[config.mk]
export PLATFORM = sky130hd
export DESIGN_NAME = servo_seq_top
export DESIGN_NICKNAME = d
export VERILOG_FILES = /design/src/rtl/servo_seq_pkg.sv /design/src/rtl/servo_seq_tick.sv /design/src/rtl/servo_seq_timer.sv /design/src/rtl/servo_seq_sense.sv /design/src/rtl/servo_seq_top.sv
export SDC_FILE = /design/constraint.sdc
export NUM_CORES = 1
export LEC_CHECK = 0
export BUFFER_PORTS_ARGS = -buffer_cell sky130_fd_sc_hd__buf_4
export CAP_MARGIN = 5
export CORE_ASPECT_RATIO = 0.75
export CORE_MARGIN = 1
export CORE_UTILIZATION = 52
export CTS_CLUSTER_DIAMETER = 80
export DETAILED_ROUTE_END_ITERATION = 10
export PLACE_DENSITY_LB_ADDON = 0.08
export SETUP_SLACK_MARGIN = 0.4
export SYNTH_ARGS = -nofsm -noshare
export SYNTH_HDL_FRONTEND = slang
export SYNTH_SLANG_ARGS = --single-unit
[constraint.sdc]
create_clock -name clk -period 3.15 [get_ports clk]
set_clock_uncertainty 0.05 [all_clocks]
set_input_delay 0 -clock clk [delete_from_list [all_inputs] [get_ports clk]]
set_output_delay 0 -clock clk [all_outputs]
set_load 0.01 [all_outputs]
[src/rtl/servo_seq_pkg.sv]
package servo_seq_pkg;
  typedef enum logic [2:0] {
    OP_NONE = 3'd0, OP_FOCUS = 3'd1, OP_HOP1 = 3'd2,
    OP_HOP10 = 3'd3, OP_HOPN = 3'd4, OP_MOVEN = 3'd5
  } op_e;

  typedef enum logic [1:0] {AX_OFF = 2'd0, AX_ON = 2'd1, AX_KFWD = 2'd2, AX_KREV = 2'd3} axis_e;
  typedef enum logic [1:0] {FC_OFF = 2'd0, FC_ON = 2'd1, FC_SEARCH = 2'd2} focus_e;

  typedef enum logic [3:0] {
    S_IDLE, S_LAUNCH, S_F_SEEK, S_F_HOLD, S_F_FALL,
    S_J_BLIND, S_J_COUNT, S_J_BRAKE, S_J_OVF, S_J_SETTLE
  } state_e;

  typedef enum logic [2:0] {T_A, T_B, T_C, T_D, T_E} tsel_e;

  function automatic logic op_valid(input logic [2:0] op);
    return (op >= 3'd1) && (op <= 3'd5);
  endfunction
endpackage

[src/rtl/servo_seq_tick.sv]
module servo_seq_tick #(
  parameter int PRESCALE = 4
) (
  input  logic clk,
  input  logic rst_n,
  output logic tick
);
  localparam int PW = (PRESCALE > 1) ? $clog2(PRESCALE) : 1;
  localparam logic [PW-1:0] LAST = PW'(PRESCALE - 1);

  logic [PW-1:0] div;

  assign tick = (div == LAST);

  always_ff @(posedge clk or negedge rst_n) begin
    if (!rst_n)    div <= '0;
    else if (tick) div <= '0;
    else           div <= div + PW'(1);
  end
endmodule

[src/rtl/servo_seq_timer.sv]
module servo_seq_timer #(
  parameter int W = 8
) (
  input  logic         clk,
  input  logic         rst_n,
  input  logic         tick,
  input  logic         start,
  input  logic [W-1:0] len,
  output logic         expired
);
  localparam int CW = W + 1;

  logic [W-1:0]  len_q;
  logic [W-1:0]  cnt;
  logic          run;
  logic [CW-1:0] eff;
  logic [CW-1:0] nxt;

  assign eff = (len_q == '0) ? CW'(1) : {1'b0, len_q};
  assign nxt = {1'b0, cnt} + CW'(1);

  always_ff @(posedge clk or negedge rst_n) begin
    if (!rst_n) begin
      len_q   <= '0;
      cnt     <= '0;
      run     <= 1'b0;
      expired <= 1'b0;
    end else if (start) begin
      len_q   <= len;
      cnt     <= '0;
      run     <= 1'b1;
      expired <= 1'b0;
    end else if (run && tick) begin
      if (nxt >= eff) begin
        run     <= 1'b0;
        expired <= 1'b1;
      end else begin
        cnt <= nxt[W-1:0];
      end
    end
  end
endmodule

[src/rtl/servo_seq_sense.sv]
module servo_seq_sense #(
  parameter int SYNC = 2,
  parameter int CW   = 17
) (
  input  logic          clk,
  input  logic          rst_n,
  input  logic [2:0]    raw,
  input  logic          clr,
  output logic [2:0]    lvl,
  output logic          rise,
  output logic [CW-1:0] cnt
);
  logic cnin_q;

  for (genvar b = 0; b < 3; b++) begin : g_sync
    logic [SYNC-1:0] chain;
    always_ff @(posedge clk or negedge rst_n) begin
      if (!rst_n) chain <= '0;
      else        chain <= {chain[SYNC-2:0], raw[b]};
    end
    assign lvl[b] = chain[SYNC-1];
  end

  assign rise = lvl[2] & ~cnin_q;

  always_ff @(posedge clk or negedge rst_n) begin
    if (!rst_n) begin
      cnin_q <= 1'b0;
      cnt    <= '0;
    end else begin
      cnin_q <= lvl[2];
      if (clr)       cnt <= '0;
      else if (rise) cnt <= cnt + CW'(1);
    end
  end
endmodule

[src/rtl/servo_seq_top.sv]
module servo_seq_top
  import servo_seq_pkg::*;
#(
  parameter int PRESCALE = 4,
  parameter int WAIT_W   = 8,
  parameter int N_W      = 16
) (
  input  logic              clk,
  input  logic              rst_n,
  input  logic              cmd_strobe,
  input  logic [2:0]        cmd_op,
  input  logic              cmd_rev,
  input  logic [N_W-1:0]    cmd_count,
  input  logic [WAIT_W-1:0] wait_a,
  input  logic [WAIT_W-1:0] wait_b,
  input  logic [WAIT_W-1:0] wait_c,
  input  logic [WAIT_W-1:0] wait_d,
  input  logic [WAIT_W-1:0] wait_e,
  input  logic              focus_ok,
  input  logic              fzc,
  input  logic              cnin,
  output logic [1:0]        focus_mode,
  output logic [1:0]        track_mode,
  output logic [1:0]        sled_mode,
  output logic              busy
);
  localparam int CW = N_W + 1;

  state_e   state, state_n;
  op_e      op_q;
  logic     rev_q;
  logic [N_W-1:0] n_q;
  focus_e   foc_r, foc_n;
  axis_e    trk_r, trk_n, sld_r, sld_n;
  logic     busy_r, busy_n;

  logic              tick;
  logic              tmr_start, tmr_exp;
  tsel_e             tmr_sel;
  logic [WAIT_W-1:0] tmr_len;
  logic [2:0]        lvl;
  logic              rise;
  logic [CW-1:0]     cnt;
  logic [CW-1:0]     target;
  axis_e             kf, kr;
  logic              op_ok;

  servo_seq_tick #(.PRESCALE(PRESCALE)) u_tick (
    .clk(clk), .rst_n(rst_n), .tick(tick)
  );

  always_comb begin
    case (tmr_sel)
      T_A:     tmr_len = wait_a;
      T_B:     tmr_len = wait_b;
      T_C:     tmr_len = wait_c;
      T_D:     tmr_len = wait_d;
      default: tmr_len = wait_e;
    endcase
  end

  servo_seq_timer #(.W(WAIT_W)) u_timer (
    .clk(clk), .rst_n(rst_n), .tick(tick), .start(tmr_start),
    .len(tmr_len), .expired(tmr_exp)
  );

  servo_seq_sense #(.SYNC(2), .CW(CW)) u_sense (
    .clk(clk), .rst_n(rst_n), .raw({cnin, fzc, focus_ok}),
    .clr(state != S_J_COUNT), .lvl(lvl), .rise(rise), .cnt(cnt)
  );

  assign op_ok = op_valid(cmd_op);
  assign kf    = rev_q ? AX_KREV : AX_KFWD;
  assign kr    = rev_q ? AX_KFWD : AX_KREV;

  always_comb begin
    case (op_q)
      OP_HOP1:  target = CW'(1);
      OP_HOP10: target = CW'(5);
      default:  target = (n_q == '0) ? {1'b1, {N_W{1'b0}}} : {1'b0, n_q};
    endcase
  end

  always_comb begin
    state_n   = state;
    foc_n     = foc_r;
    trk_n     = trk_r;
    sld_n     = sld_r;
    busy_n    = busy_r;
    tmr_start = 1'b0;
    tmr_sel   = T_A;
    case (state)
      S_LAUNCH: begin
        case (op_q)
          OP_FOCUS: begin foc_n = FC_SEARCH; state_n = S_F_SEEK; end
          OP_HOP1: begin
            trk_n = kf; sld_n = AX_OFF; tmr_start = 1'b1; state_n = S_J_BLIND;
          end
          OP_HOP10, OP_HOPN: begin
            trk_n = kf; sld_n = kf; tmr_start = 1'b1; state_n = S_J_BLIND;
          end
          OP_MOVEN: begin
            trk_n = AX_OFF; sld_n = kf; tmr_start = 1'b1; state_n = S_J_BLIND;
          end
          default: begin state_n = S_IDLE; busy_n = 1'b0; end
        endcase
      end
      S_F_SEEK: if (lvl[0]) begin
        tmr_start = 1'b1; tmr_sel = T_E; state_n = S_F_HOLD;
      end
      S_F_HOLD: begin
        if (!lvl[1]) begin
          tmr_start = 1'b1; tmr_sel = T_E;
        end else if (tmr_exp) begin
          state_n = S_F_FALL;
        end
      end
      S_F_FALL: if (!lvl[1]) begin
        foc_n = FC_ON; state_n = S_IDLE; busy_n = 1'b0;
      end
      S_J_BLIND: if (tmr_exp) state_n = S_J_COUNT;
      S_J_COUNT: if (cnt >= target) begin
        case (op_q)
          OP_HOP1: begin
            trk_n = kr; tmr_start = 1'b1; tmr_sel = T_B; state_n = S_J_BRAKE;
          end
          OP_HOP10, OP_HOPN: begin
            trk_n = kr; tmr_start = 1'b1; tmr_sel = T_C; state_n = S_J_OVF;
          end
          default: begin
            trk_n = AX_OFF; sld_n = AX_OFF; state_n = S_IDLE; busy_n = 1'b0;
          end
        endcase
      end
      S_J_BRAKE: if (tmr_exp) begin
        trk_n = AX_ON; sld_n = AX_ON; state_n = S_IDLE; busy_n = 1'b0;
      end
      S_J_OVF: begin
        if (rise) begin
          tmr_start = 1'b1; tmr_sel = T_C;
        end else if (tmr_exp) begin
          trk_n = AX_ON;
          if (op_q == OP_HOPN) begin
            tmr_start = 1'b1; tmr_sel = T_D; state_n = S_J_SETTLE;
          end else begin
            sld_n = AX_ON; state_n = S_IDLE; busy_n = 1'b0;
          end
        end
      end
      S_J_SETTLE: if (tmr_exp) begin
        sld_n = AX_ON; state_n = S_IDLE; busy_n = 1'b0;
      end
      default: ;
    endcase

    if (cmd_strobe && op_ok) begin
      state_n   = S_LAUNCH;
      busy_n    = 1'b1;
      tmr_start = 1'b0;
      if (busy_r) begin
        foc_n = FC_OFF; trk_n = AX_OFF; sld_n = AX_OFF;
      end else begin
        foc_n = foc_r; trk_n = trk_r; sld_n = sld_r;
      end
    end
  end

  always_ff @(posedge clk or negedge rst_n) begin
    if (!rst_n) begin
      state  <= S_IDLE;
      foc_r  <= FC_OFF;
      trk_r  <= AX_OFF;
      sld_r  <= AX_OFF;
      busy_r <= 1'b0;
      op_q   <= OP_NONE;
      rev_q  <= 1'b0;
      n_q    <= '0;
    end else begin
      state  <= state_n;
      foc_r  <= foc_n;
      trk_r  <= trk_n;
      sld_r  <= sld_n;
      busy_r <= busy_n;
      if (cmd_strobe && op_ok) begin
        op_q  <= op_e'(cmd_op);
        rev_q <= cmd_rev;
        n_q   <= cmd_count;
      end
    end
  end

  assign focus_mode = foc_r;
  assign track_mode = trk_r;
  assign sled_mode  = sld_r;
  assign busy       = busy_r;
endmodule

# Yosys cells after proc, flatten, opt, wreduce, memory -nomap -nowiden
# Index checks and enable logic that the tools add are counted.
# W data, S select, Z words.
# word_totals
wordCells	171
output_inout_bits	7
regBits	75
input_bits	66
# classes
n_lt_le_gt_ge	4
addsub	3
reduce_logical	27
muxes	81
bitwise	2
n_eq_ne	36
# ops
cell	n
$mux W17	3
$mux W4	11
$mux W2	21
$pmux W17 S2	1
$mux W8	4
$pmux W4 S8	1
$pmux W8 S4	1
$mux W1	26
$ne A3 B3 Y1 const B	7
$reduce_and A9 Y1	2
$add A17 B1 Y17 const B	1
$ge A17 B17 Y1	1
$eq A4 B3 Y1 const B	4
$logic_not A16 Y1	1
$pmux W2 S2	4
$pmux W2 S4	2
$ne A3 B2 Y1 const B	5
$eq A3 B2 Y1 const B	4
$pmux W3 S4	1
$pmux W1 S5	2
$reduce_and A10 Y1	1
$reduce_bool A5 Y1	2
$add A8 B1 Y9 const B	1
$ge A9 B9 Y1	1
32 further kinds	46

# Longest topological paths before layout
# Gate-level depths: netlist of the first run.
# logic_depth
depth_word	9
ltp_mapped	15
depth_no_buf	12

# Modules after synthesis
# From an unflattened synthesis of the first run, not the netlist that was laid out.
# hier_totals
cells_unflattened	568
hier_area_um2	4924.7
# modules_own_cells
mod	area_per_inst_um2	n_inst	cells_each	seq_area_each_um2
servo_seq_top	2665.1	1	355	775.7
servo_seq_sense	1103.6	1	96	600.6
servo_seq_timer	1089.8	1	113	450.4
servo_seq_tick	66.3	1	4	50.0

# Least setup slack after synthesis of the first run
# OpenSTA, ideal clock, no wires.
# synth_path
kind	register -> register
from	register op_q[2]
to	register u_timer.len_q[1]
t_required_ns	2.965
period_less_slack_ns	3.110
arrival_time_ns	2.924
path_stages_with_launch	16
n_path_buf	4
setup_time_ns	0.135
setup_slack_ns	0.040
path_cell_list	dfrtp_1 buf_2 inv_1 nand2_1 clkbuf_1 clkbuf_1 nand2_1 ha_1 nand4_2 nor3_2 a31oi_1 a211o_1 and2_4 buf_6 a221oi_1 o22ai_1
# synth_via
elab_chain_cells	7
word_cells_on_any_way	28
classes_between	order compare: 1; eq/ne: 7; mux: 16; reduce/logical: 4
# synth_rtl
item	line_no	rtl
start: declaration	servo_seq_top.sv:30	op_e op_q;
start signal: assignment	servo_seq_top.sv:185	op_q <= op_e'(cmd_op);
$eq A3 B2 Y1 or $eq A3 B3 Y1 (tied branches)	n/a	
$pmux W17 S2, or another cell as far along	servo_seq_top.sv:77	case (op_q)
$ge A17 B17 Y1, or another cell as far along	servo_seq_top.sv:122	S_J_COUNT: if (cnt >= target) begin
$mux W2 (on tied branches)	servo_seq_top.sv:122, servo_seq_top.sv:139	
$pmux W3 S4	servo_seq_top.sv:92	case (state)
$eq A3 B2 Y1, or another cell as far along	servo_seq_top.sv:53	case (tmr_sel)
$pmux W8 S4	servo_seq_top.sv:53	
end signal: assignment	servo_seq_timer.sv:29	len_q <= len;
end: declaration	servo_seq_timer.sv:13	logic [W-1:0] len_q;
# Several ways; a longest one is shown, not always the timed one.
# A chain may end at the register's enable or synchronous reset.

# Worst setup path in the final report of the first run
# layout_path
from	register n_q[10]
to	register u_timer.len_q[3]
# layout_via
elab_chain_cells	8
word_cells_on_any_way	14
classes_between	order compare: 1; eq/ne: 3; mux: 8; reduce/logical: 2
# layout_rtl
item	line_no	rtl
start: declaration	servo_seq_top.sv:32	logic [N_W-1:0] n_q;
start signal: assignment	servo_seq_top.sv:187	n_q <= cmd_count;
$logic_not A16 Y1	servo_seq_top.sv:80	default: target = (n_q == '0) ? {1'b1, {N_W{1'b0}}} : {1'b0, n_q};
$mux W17 *	servo_seq_top.sv:80	
$pmux W17 S2 *	servo_seq_top.sv:77	
$ge A17 B17 Y1 *	servo_seq_top.sv:122	
$mux W2	servo_seq_top.sv:122	
$pmux W3 S4	servo_seq_top.sv:92	
$eq A3 B2 Y1, or another cell as far along	servo_seq_top.sv:53	
$pmux W8 S4	servo_seq_top.sv:53	
# Every way passes the cells marked *; elsewhere a longest branch is shown, timed or not.

==> results.md, run 1 <==
- The run finished, with violations left.
- The final reports fail on negative setup slack.
- The maximum clock insertion buffer count is 2.
- The filler cell count is 580.
- The part of the Yosys area used for sequential elements is 39.4%.
- The max-slew violation total from the final report is 0.
- The via count of the routed design is around 4800.
- The synthesis-to-finish area growth is 41.2%.
- The leading area contributor after synthesis is sky130_fd_sc_hd__dfrtp_1.
- The netlist uses 68 different library cells.
- The kind of cell adding the most delay to the critical path is simple AND/OR/NAND/NOR gates.
- The post-synth design cell area is 4760 um2.
- After synthesis, the cell types taking the most area are sky130_fd_sc_hd__dfrtp_1 (39%), sky130_fd_sc_hd__nand2_1 (8.7%), sky130_fd_sc_hd__ha_1 (7.4%).
- A synthesized cell averages ~8.7 um2.
- The worst-case IR drop observed on VDD is 0.000474 V.
- Once the floorplan was initialized, standard cells occupied a little over half of the core.
- The first element of the critical path is n_q[10].
- The largest stage delay on the critical path is approximately 0.51 ns.
- The number of clock sinks is between 70 and 80.
- The static leakage power is roughly 0.0030 uW.
- The top-level port count is 73.
- Traced cell by cell, the critical path runs through or4_1, nor4_1, nand4b_1, ha_4, nand4_4, nor3_4, a31oi_4, a211o_1, and2_4, a221oi_4, o22ai_2.
- The detail route stage leaves a number of antenna-violating nets equal to 0.
- Once layout is done, the placed cells without fillers occupy between 6000 and 7000 um2.
- Synthesis produced a netlist whose cell count is between 500 and 600.
- The initialized floorplan defines 29 standard-cell rows.
- After layout, the worst path uses 105% of the clock period.
- The end of the critical path is u_timer.len_q[3].
- The area of the die is between 9000 and 10000 um2.
- The initial antenna violation count is 1.
- Setup slack on the worst reg-to-reg path comes out at -0.17 ns.
- Setup repair after global routing could not meet its margin everywhere.
- The number of global-route vias before repair is roughly 4600.
- Clock tree synthesis selected as its root buffer the cell sky130_fd_sc_hd__clkbuf_16.
- The path class of the tightest hold or removal check is input port to register.
- The congestion estimate from routability-driven global placement came to between 0.9 and 1.
- In this run the worst path has a maximum fanout of 8.
- The final count of hold timing violations is 0.
- At the pin with the least slew margin, the transition time is roughly 0.95 ns.
- For this run, design rule violations remaining after detail routing come to 0.
- The primary flip-flop cell chosen by synthesis mapping is sky130_fd_sc_hd__dfrtp_1.
- The data required time at the worst endpoint is around 3.3 ns.
- The total number of H-tree levels is 3.
- By startpoint and endpoint, the worst setup path is classified as register to register.
- The highest clock frequency the design can meet is roughly 0.3 GHz.
- Leaving out fill and tap cells, the most frequent cell in the layout is sky130_fd_sc_hd__nand2_1.
- After synthesis, the share of flip-flops with an asynchronous set or reset is 100%.
- During synthesis, Yosys emitted a total of 0 warnings.
- The endpoint identified for the worst register-to-register timing path is u_timer.len_q[3].
- The post-route netlist has between 20% and 30% of its cells at a drive strength greater than 1.
- STA classifies the critical path startpoint as a register.
- The count of flip-flops with a built-in enable after synthesis is 0.
- In this run, CTS created clock tree buffers numbering 9.
- After detailed routing, the total wire length is about 15 mm.
- The data arrival at the endpoint of the critical path is between 3 and 4 ns.
- The overall overflow remaining after global route is 0.
- The placement-stage cell area is between 5000 and 6000 um2.
- The number of buffers and inverters on the critical path is 0.
- The first routing iteration left a little under 500 violations.
- In this run the tool buffered the top-level ports with about 70 buffer cells.
- The number of maximum-capacitance violations is 0.
- Clock latency on the worst-skew pair, taken at its later pin, is around 0.34 ns.
- The count of final setup violators is 9.
- The slowest stage of the critical path belongs to the cell sky130_fd_sc_hd__or4_1.
- Entering global routing, the biggest net connects 76 pins.
- In the layout the commonest cells are sky130_fd_sc_hd__nand2_1 (110), sky130_fd_sc_hd__buf_4 (92), sky130_fd_sc_hd__dfrtp_1 (73), sky130_fd_sc_hd__dlygate4sd3_1 (51), sky130_fd_sc_hd__nor2_1 (35).
- After synthesis, the largest area contributor takes up around 40% of total cell area.
- The synthesized netlist net count is about 640.
- Once layout is complete, the utilization of the core stands at between 70% and 80%.
- The setup slack after layout is -0.173 ns.
- The beginning of the worst register-to-register path is n_q[10].
- The first global-routing pass estimated 23.4 mm of wire.
- The die outline height is 84.8 um.
- The x dimension of the die is between 100 and 150 um.
- The number of synthesized register bits is between 70 and 80.
- The routed length per instance is 19.0 um.
- The total routing resource utilization after global routing is 31.8%.
- The worst relative slew slack is between 30% and 40%.
- The worst path in the final design needs a cycle of between 3 and 4 ns, including I/O delays and setup.
- The routed via count divided by cell count is between 6 and 7.
- TritonCTS built the clock tree.
- The number of cells traversed by the worst register-to-register path is 11.
- The worst setup path is captured at a register.
- Clock-pin slew was measured on the worst setup and hold paths at approximately 0.060 ns.
- The first-pass iteration count of the detailed router is 9.
- The HPWL after detailed placement is a little over 9 mm.
- The power density over the cells is between 600 and 700 nW/um2.
- After floorplanning, the core was sized to cover a little under 9000 um2.
- At the end of the flow, the number of nets in the layout was between 700 and 800.
- After routing, the total negative slack on setup checks comes to -0.804 ns.
- The critical path crosses 11 cells after its start point.
## stage by stage
| step | setup WS (ns) | hold slack [ns] | cells | power, uW |
|---|---|---|---|---|
| after CTS | 0.0113 | 0.0283 | 789 | 4200 |
| after floorplan | 0.145 | -0.346 | 549 | 2380 |
| after global routing | -0.275 | 0.0355 | 795 | 4730 |
| after global placement | 0.0139 | 0.0595 | 718 | 2760 |
| final | -0.173 | 0.0379 | 795 | 4490 |
| after detailed placement | -0.0774 | 0.0606 | 718 | 2810 |
## kinds of logic (layout without fill, tap and decap cells)
logic type / count (synthesis) / after routing / synth area share (%)
and+or+nand+nor: 221 / 221 / 21.9
AOI/OAI and AO/OA: 146 / 146 / 21.1
DFF: 75 / 75 / 39.4
buffers and inverters: 48 / 185 / 4.29
adders and majority gates: 29 / 29 / 7.57
xor gates and xnor gates: 24 / 24 / 4.42
muxes: 6 / 6 / 1.29
other: 0 / 1 / 0
## power breakdown
group	switching, uW	internal (uW)
Combinational	1010	857
Sequential	262	1160
Clock	431	776
## repair_timing
action,in CTS,in global routing
setup buffers,4,5
setup endpoints to repair,27,27
gates resized for setup,23,42
cloned,0,0
endpoints found under the hold margin,106,0
pin swaps,27,15
hold buffers,51,0
## cell usage after synthesis (3+ instances only)
cell / n
sky130_fd_sc_hd__nand2_1: 110
sky130_fd_sc_hd__dfrtp_1: 75
sky130_fd_sc_hd__nor2_1: 38
sky130_fd_sc_hd__o21ai_0: 31
sky130_fd_sc_hd__a21oi_1: 28
sky130_fd_sc_hd__ha_1: 28
sky130_fd_sc_hd__inv_1: 22
sky130_fd_sc_hd__nand3_1: 18
sky130_fd_sc_hd__clkbuf_1: 15
sky130_fd_sc_hd__xor2_1: 14
sky130_fd_sc_hd__nor3_1: 11
sky130_fd_sc_hd__o22ai_1: 10
sky130_fd_sc_hd__xnor2_1: 10
sky130_fd_sc_hd__o21a_1: 9
sky130_fd_sc_hd__a221oi_1: 8
sky130_fd_sc_hd__nand4_1: 8
sky130_fd_sc_hd__o21bai_1: 7
sky130_fd_sc_hd__a21o_1: 6
sky130_fd_sc_hd__buf_2: 6
sky130_fd_sc_hd__nor4_1: 6
sky130_fd_sc_hd__a31oi_1: 5
sky130_fd_sc_hd__mux2i_1: 5
sky130_fd_sc_hd__nand2b_1: 5
sky130_fd_sc_hd__o211ai_1: 5
sky130_fd_sc_hd__o2111ai_1: 4
sky130_fd_sc_hd__a22oi_1: 3
sky130_fd_sc_hd__a2bb2oi_1: 3
sky130_fd_sc_hd__and3_1: 3
sky130_fd_sc_hd__nor2b_1: 3
sky130_fd_sc_hd__o31ai_1: 3
sky130_fd_sc_hd__or3_1: 3
## state kept, by name, indices dropped and copies added (netlist names), 2 cells and up
name / count
focus_mode: 2
track_mode: 2
u_timer.len_q: 8
u_sense.cnt: 17
n_q: 16
u_sense.g_sync.chain: 6
op_q: 3
u_tick.div: 2
u_timer.cnt: 8
sled_mode: 2
state: 4
## area by class of cell
cell class	instances	area, um2	area share [%]
Clock buffer	10	229	3.41
Tap cell	108	135	2.01
Inverter	22	86.3	1.29
Antenna cell	1	2.50	0.0373
Sequential cell	75	1880	28.0
Multi-Input combinational cell	426	3020	45.0
Timing Repair Buffer	147	1250	18.6
Clock inverter	6	111	1.66
## worst register-to-register path, delay by kind of cell (launching register included)
family          cells  cell delay, ns
simple gates        6            1.43
compound gates      4            1.00
flops               1            0.37
fa+ha+maj           1            0.35
## metal layers
layer  vias to the layer above  global-route usage, %  wire length [um]
met4                         0                   14.2               721
met1                      2239                   40.4              5980
met2                       283                   52.5              7140
met5                         -                      0                 0
met3                        77                   7.14              1230
li1                       2241                      -                 -
## worst min path at each step
| stage | from | end | slack (ns) | cells after the start |
|---|---|---|---|---|
| global route | cmd_op[2] | sled_mode[1] | 0.04 | 4 |
| finish | cmd_op[2] | sled_mode[1] | 0.04 | 4 |
| global placement | focus_ok | u_sense.g_sync[0].chain[0] | 0.06 | 1 |
| CTS | wait_d[4] | u_timer.len_q[4] | 0.03 | 5 |
| detailed placement | focus_ok | u_sense.g_sync[0].chain[0] | 0.06 | 1 |
| floorplan | rst_n | busy | -0.35 | 0 |
Note: power is estimated with default switching activity, not from simulation.
==> run 2, diff against run 1 <==
Settings changed: CTS_CLUSTER_DIAMETER 80 to 60, SYNTH_HIERARCHICAL set to 1.
==> results.md, run 2 <==
- The cell count after synthesis came out at about 570.
- For this run, global-route usage on met2 was measured as 45.6%.
- Measured against its own limit, the worst slew margin works out to between 30% and 40%.
- The wire-length estimate of the detail-placed layout is 10.0 mm.
- In the routed layout, each cell is associated on average with a via count of between 5 and 6.
- The die outline height is between 80 and 90 um.
- The startpoint identified for the worst register-to-register timing path is n_q[9].
- Measured on the finished design, the core utilization comes to about three quarters.
- The data required time at the worst endpoint is between 3 and 4 ns.
- The met1 demand-to-capacity share in global routing is a little under half.
- For this block, the initial DRC count from the detailed router was 500.
- Measured in cells, the most critical reg-to-reg path has a length of 12.
- Ranked by flip-flop count, first place goes to u_sense/cnt.
- After global routing, the most crowded layer is met1.
- The number of clock sinks is 75.
- The initial cell density of the core is a little over half.
- In this run the core area contains 30 standard-cell rows.
- The power density over the cells is around 660 nW/um2.
- The number of global-route vias before repair is roughly 4600.
- The clock network accounts for approximately a quarter of the total power.
- The cell-internal power is 2830 uW.
- In the final timing run, aggregate negative setup slack is -0.844 ns.
- The total number of H-tree levels is 3.
- Of all nets on the critical path, the largest fanout is 3.
- The share of power burned in combinational logic is a little over two fifths.
- After layout, the worst path uses 104% of the clock period.
- The number of buffers inserted during clock tree synthesis is 9.
- The type of origin of the critical path is a register.
- The first detailed-routing pass took 6 iterations.
- TritonCTS built the clock tree.
- The tree is rooted in a sky130_fd_sc_hd__clkbuf_16.
- The smallest clock period supported by the final layout is computed as about 3.3 ns.
- The die covers between 9000 and 10000 um2.
- After layout, the design draws a total of 4520 uW.
- VDD sags by at most roughly 0.00064 V.
- The register share of total power is approximately 30%.
- The post-route netlist has 26.5% of its cells at a drive strength greater than 1.
- The maximum number of pins on one net before global-route repair is 76.
- The average footprint of a synthesized cell is 8.67 um2.
- The number of instances on the worst hold path is 5.
- The routability congestion estimate is approximately 0.87.
- Summed over all layers, the global routing overflow is 0.
- Setup repair after global routing could not meet its margin everywhere.
- The number of maximum-capacitance violations is 0.
- The top cell types in the final layout, fill and taps aside, are sky130_fd_sc_hd__nand2_1 (115), sky130_fd_sc_hd__buf_4 (110), sky130_fd_sc_hd__dfrtp_1 (75), sky130_fd_sc_hd__dlygate4sd3_1 (39), sky130_fd_sc_hd__nor2_1 (35).
- The final reports fail on negative setup slack.
- The post-detailed-routing wire length is 14.4 mm.
- The routed length per instance is between 15 and 20 um.
- Setup violations remaining at the end of the flow were counted as 14.
- In this run the standard cell core region covers roughly 9100 um2.
- The synthesized netlist net count is about 660.
- The switching power is between 1500 and 2000 uW.
- After clock tree synthesis, the clock-pin slew on the worst setup and hold paths is around 0.060 ns.
- The synthesis warning total is 6.
- The setup slack after layout is -0.126 ns.
- The final-stage net count is around 800.
- The x dimension of the die is ~110 um.
- The largest registers in the layout are u_sense/cnt: 17 flops, n_q: 16 flops.
- The maximum clock insertion buffer count is 2.
- The commonest non-fill, non-tap cell in the layout is sky130_fd_sc_hd__nand2_1.
- The max-slew violation total from the final report is 0.
- Relative to the synthesized area, the layout overhead comes to 38.7%.
- The register with the most flip-flops in the layout has 17 of them.
- The total routing resource utilization after global routing is a little under a third.
- The critical path in this run is classified as register to register.
- The run finished, with violations left.
- The met3 capacity usage during global routing is under 10%.
- The number of antenna diodes in the final layout is 0.
- In this run the static leakage power is between 0.003 and 0.004 uW.
- The final count of hold timing violations came to 0.
- The class of the most critical hold timing path is input port to register.
- The switching power as a share of total power is 37.3%.
- STA classifies the critical path endpoint as a register.
- The first global-routing pass estimated between 20 and 25 mm of wire.
- The end point of the most critical hold path is u_timer/len_q[6].
- The destination of the worst register-to-register timing path is u_timer/len_q[0].
- For this design the top-level I/O count stands at 73.
- The source-to-sink clock delay at the later pin of the worst-skew pair is between 0.3 and 0.4 ns.
- Summing every instance area after synthesis gives roughly 5000 um2.
- The via count of the routed design is slightly below 5000.
- Across all register-to-register paths, the minimum setup slack is -0.13 ns.
- The actual slew at the worst max-slew pin is approximately 0.99 ns.
- The highest clock frequency the design can meet is slightly above 0.3 GHz.
- The post-detailed-route count of antenna-violating nets is 0.
- In the routed design, unresolved DRC markers number 0.
- The initial antenna violation count is 0.
- STA puts the critical path data arrival time at between 3 and 4 ns.
- The port buffer count is between 70 and 80.
- Counting the fill cells in the layout gives between 700 and 800.
- The worst hold path begins at wait_c[6].
- OpenSTA, run right after detailed placement, puts the worst setup slack at -0.155 ns.
[run 2: power groups by stage]
stage               clock network (uW)  logic (uW)  registers [uW]
floorplan                            0        1080            1320
global placement                     0        1610            1360
detailed placement                   0        1650            1370
CTS                               1210        1840            1350
global route                      1250        2120            1390
finish                            1190        1960            1360
[run 2: stage by stage]
| step | hold WS (ns) | instances | instance area, um2 |
|---|---|---|---|
| after floorplan | -0.346 | 567 | 4950 |
| after global placement | 0.0602 | 782 | 5850 |
| after detailed placement | 0.0606 | 782 | 5850 |
| after CTS | 0.00249 | 840 | 6740 |
| after global routing | 0.0430 | 841 | 6820 |
| final | 0.00475 | 841 | 6820 |
[run 2: layout make-up]
cell class	count	area (um2)	share of cell area, %
flip-flops and latches	75	1880	27.5
repair buffers	156	1330	19.5
clock inverters	6	114	1.67
well taps	128	160	2.35
multi-input cells	447	3040	44.5
clock buffers	9	225	3.30
inverters	20	77.6	1.14
[run 2: timing repair]
| action | in CTS | in global routing |
|---|---|---|
| gates resized for setup | 22 | 17 |
| endpoints found under the hold margin | 106 | 0 |
| setup buffers | 3 | 1 |
| gates cloned | 1 | 0 |
| hold buffers | 39 | 0 |
| pin swaps | 11 | 5 |
| setup endpoints to repair | 27 | 27 |
[run 2: routing by layer]
layer | vias to the layer above | part of all wire (%)
li1 | 2312 | -
met3 | 23 | 7.4
met2 | 234 | 43
met4 | 0 | 1.3
met1 | 2318 | 48
met5 | - | 0
[run 2: worst max path at each step]
| stage | depth (start not counted) | start | end |
|---|---|---|---|
| after floorplan | 12 | n_q[12] | u_timer/len_q[0] |
| after global placement | 12 | n_q[12] | u_timer/len_q[0] |
| after detailed placement | 12 | n_q[12] | u_timer/len_q[0] |
| after CTS | 12 | n_q[9] | u_timer/len_q[0] |
| after global routing | 14 | n_q[9] | u_timer/len_q[5] |
| final | 12 | n_q[9] | u_timer/len_q[0] |
[run 2: critical path: stages, from the launching register on]
cell and delay [ns]:
sky130_fd_sc_hd__dfrtp_1 0.38, sky130_fd_sc_hd__or4_4 0.56, sky130_fd_sc_hd__nor2_4 0.09, sky130_fd_sc_hd__nand4_1 0.11, sky130_fd_sc_hd__ha_1 0.32, sky130_fd_sc_hd__and4_1 0.17, sky130_fd_sc_hd__and3_4 0.15, sky130_fd_sc_hd__a211o_4 0.34
sky130_fd_sc_hd__a21oi_4 0.17, sky130_fd_sc_hd__o31ai_4 0.08, sky130_fd_sc_hd__and3_4 0.17, sky130_fd_sc_hd__a221o_1 0.31, sky130_fd_sc_hd__mux2_4 0.26
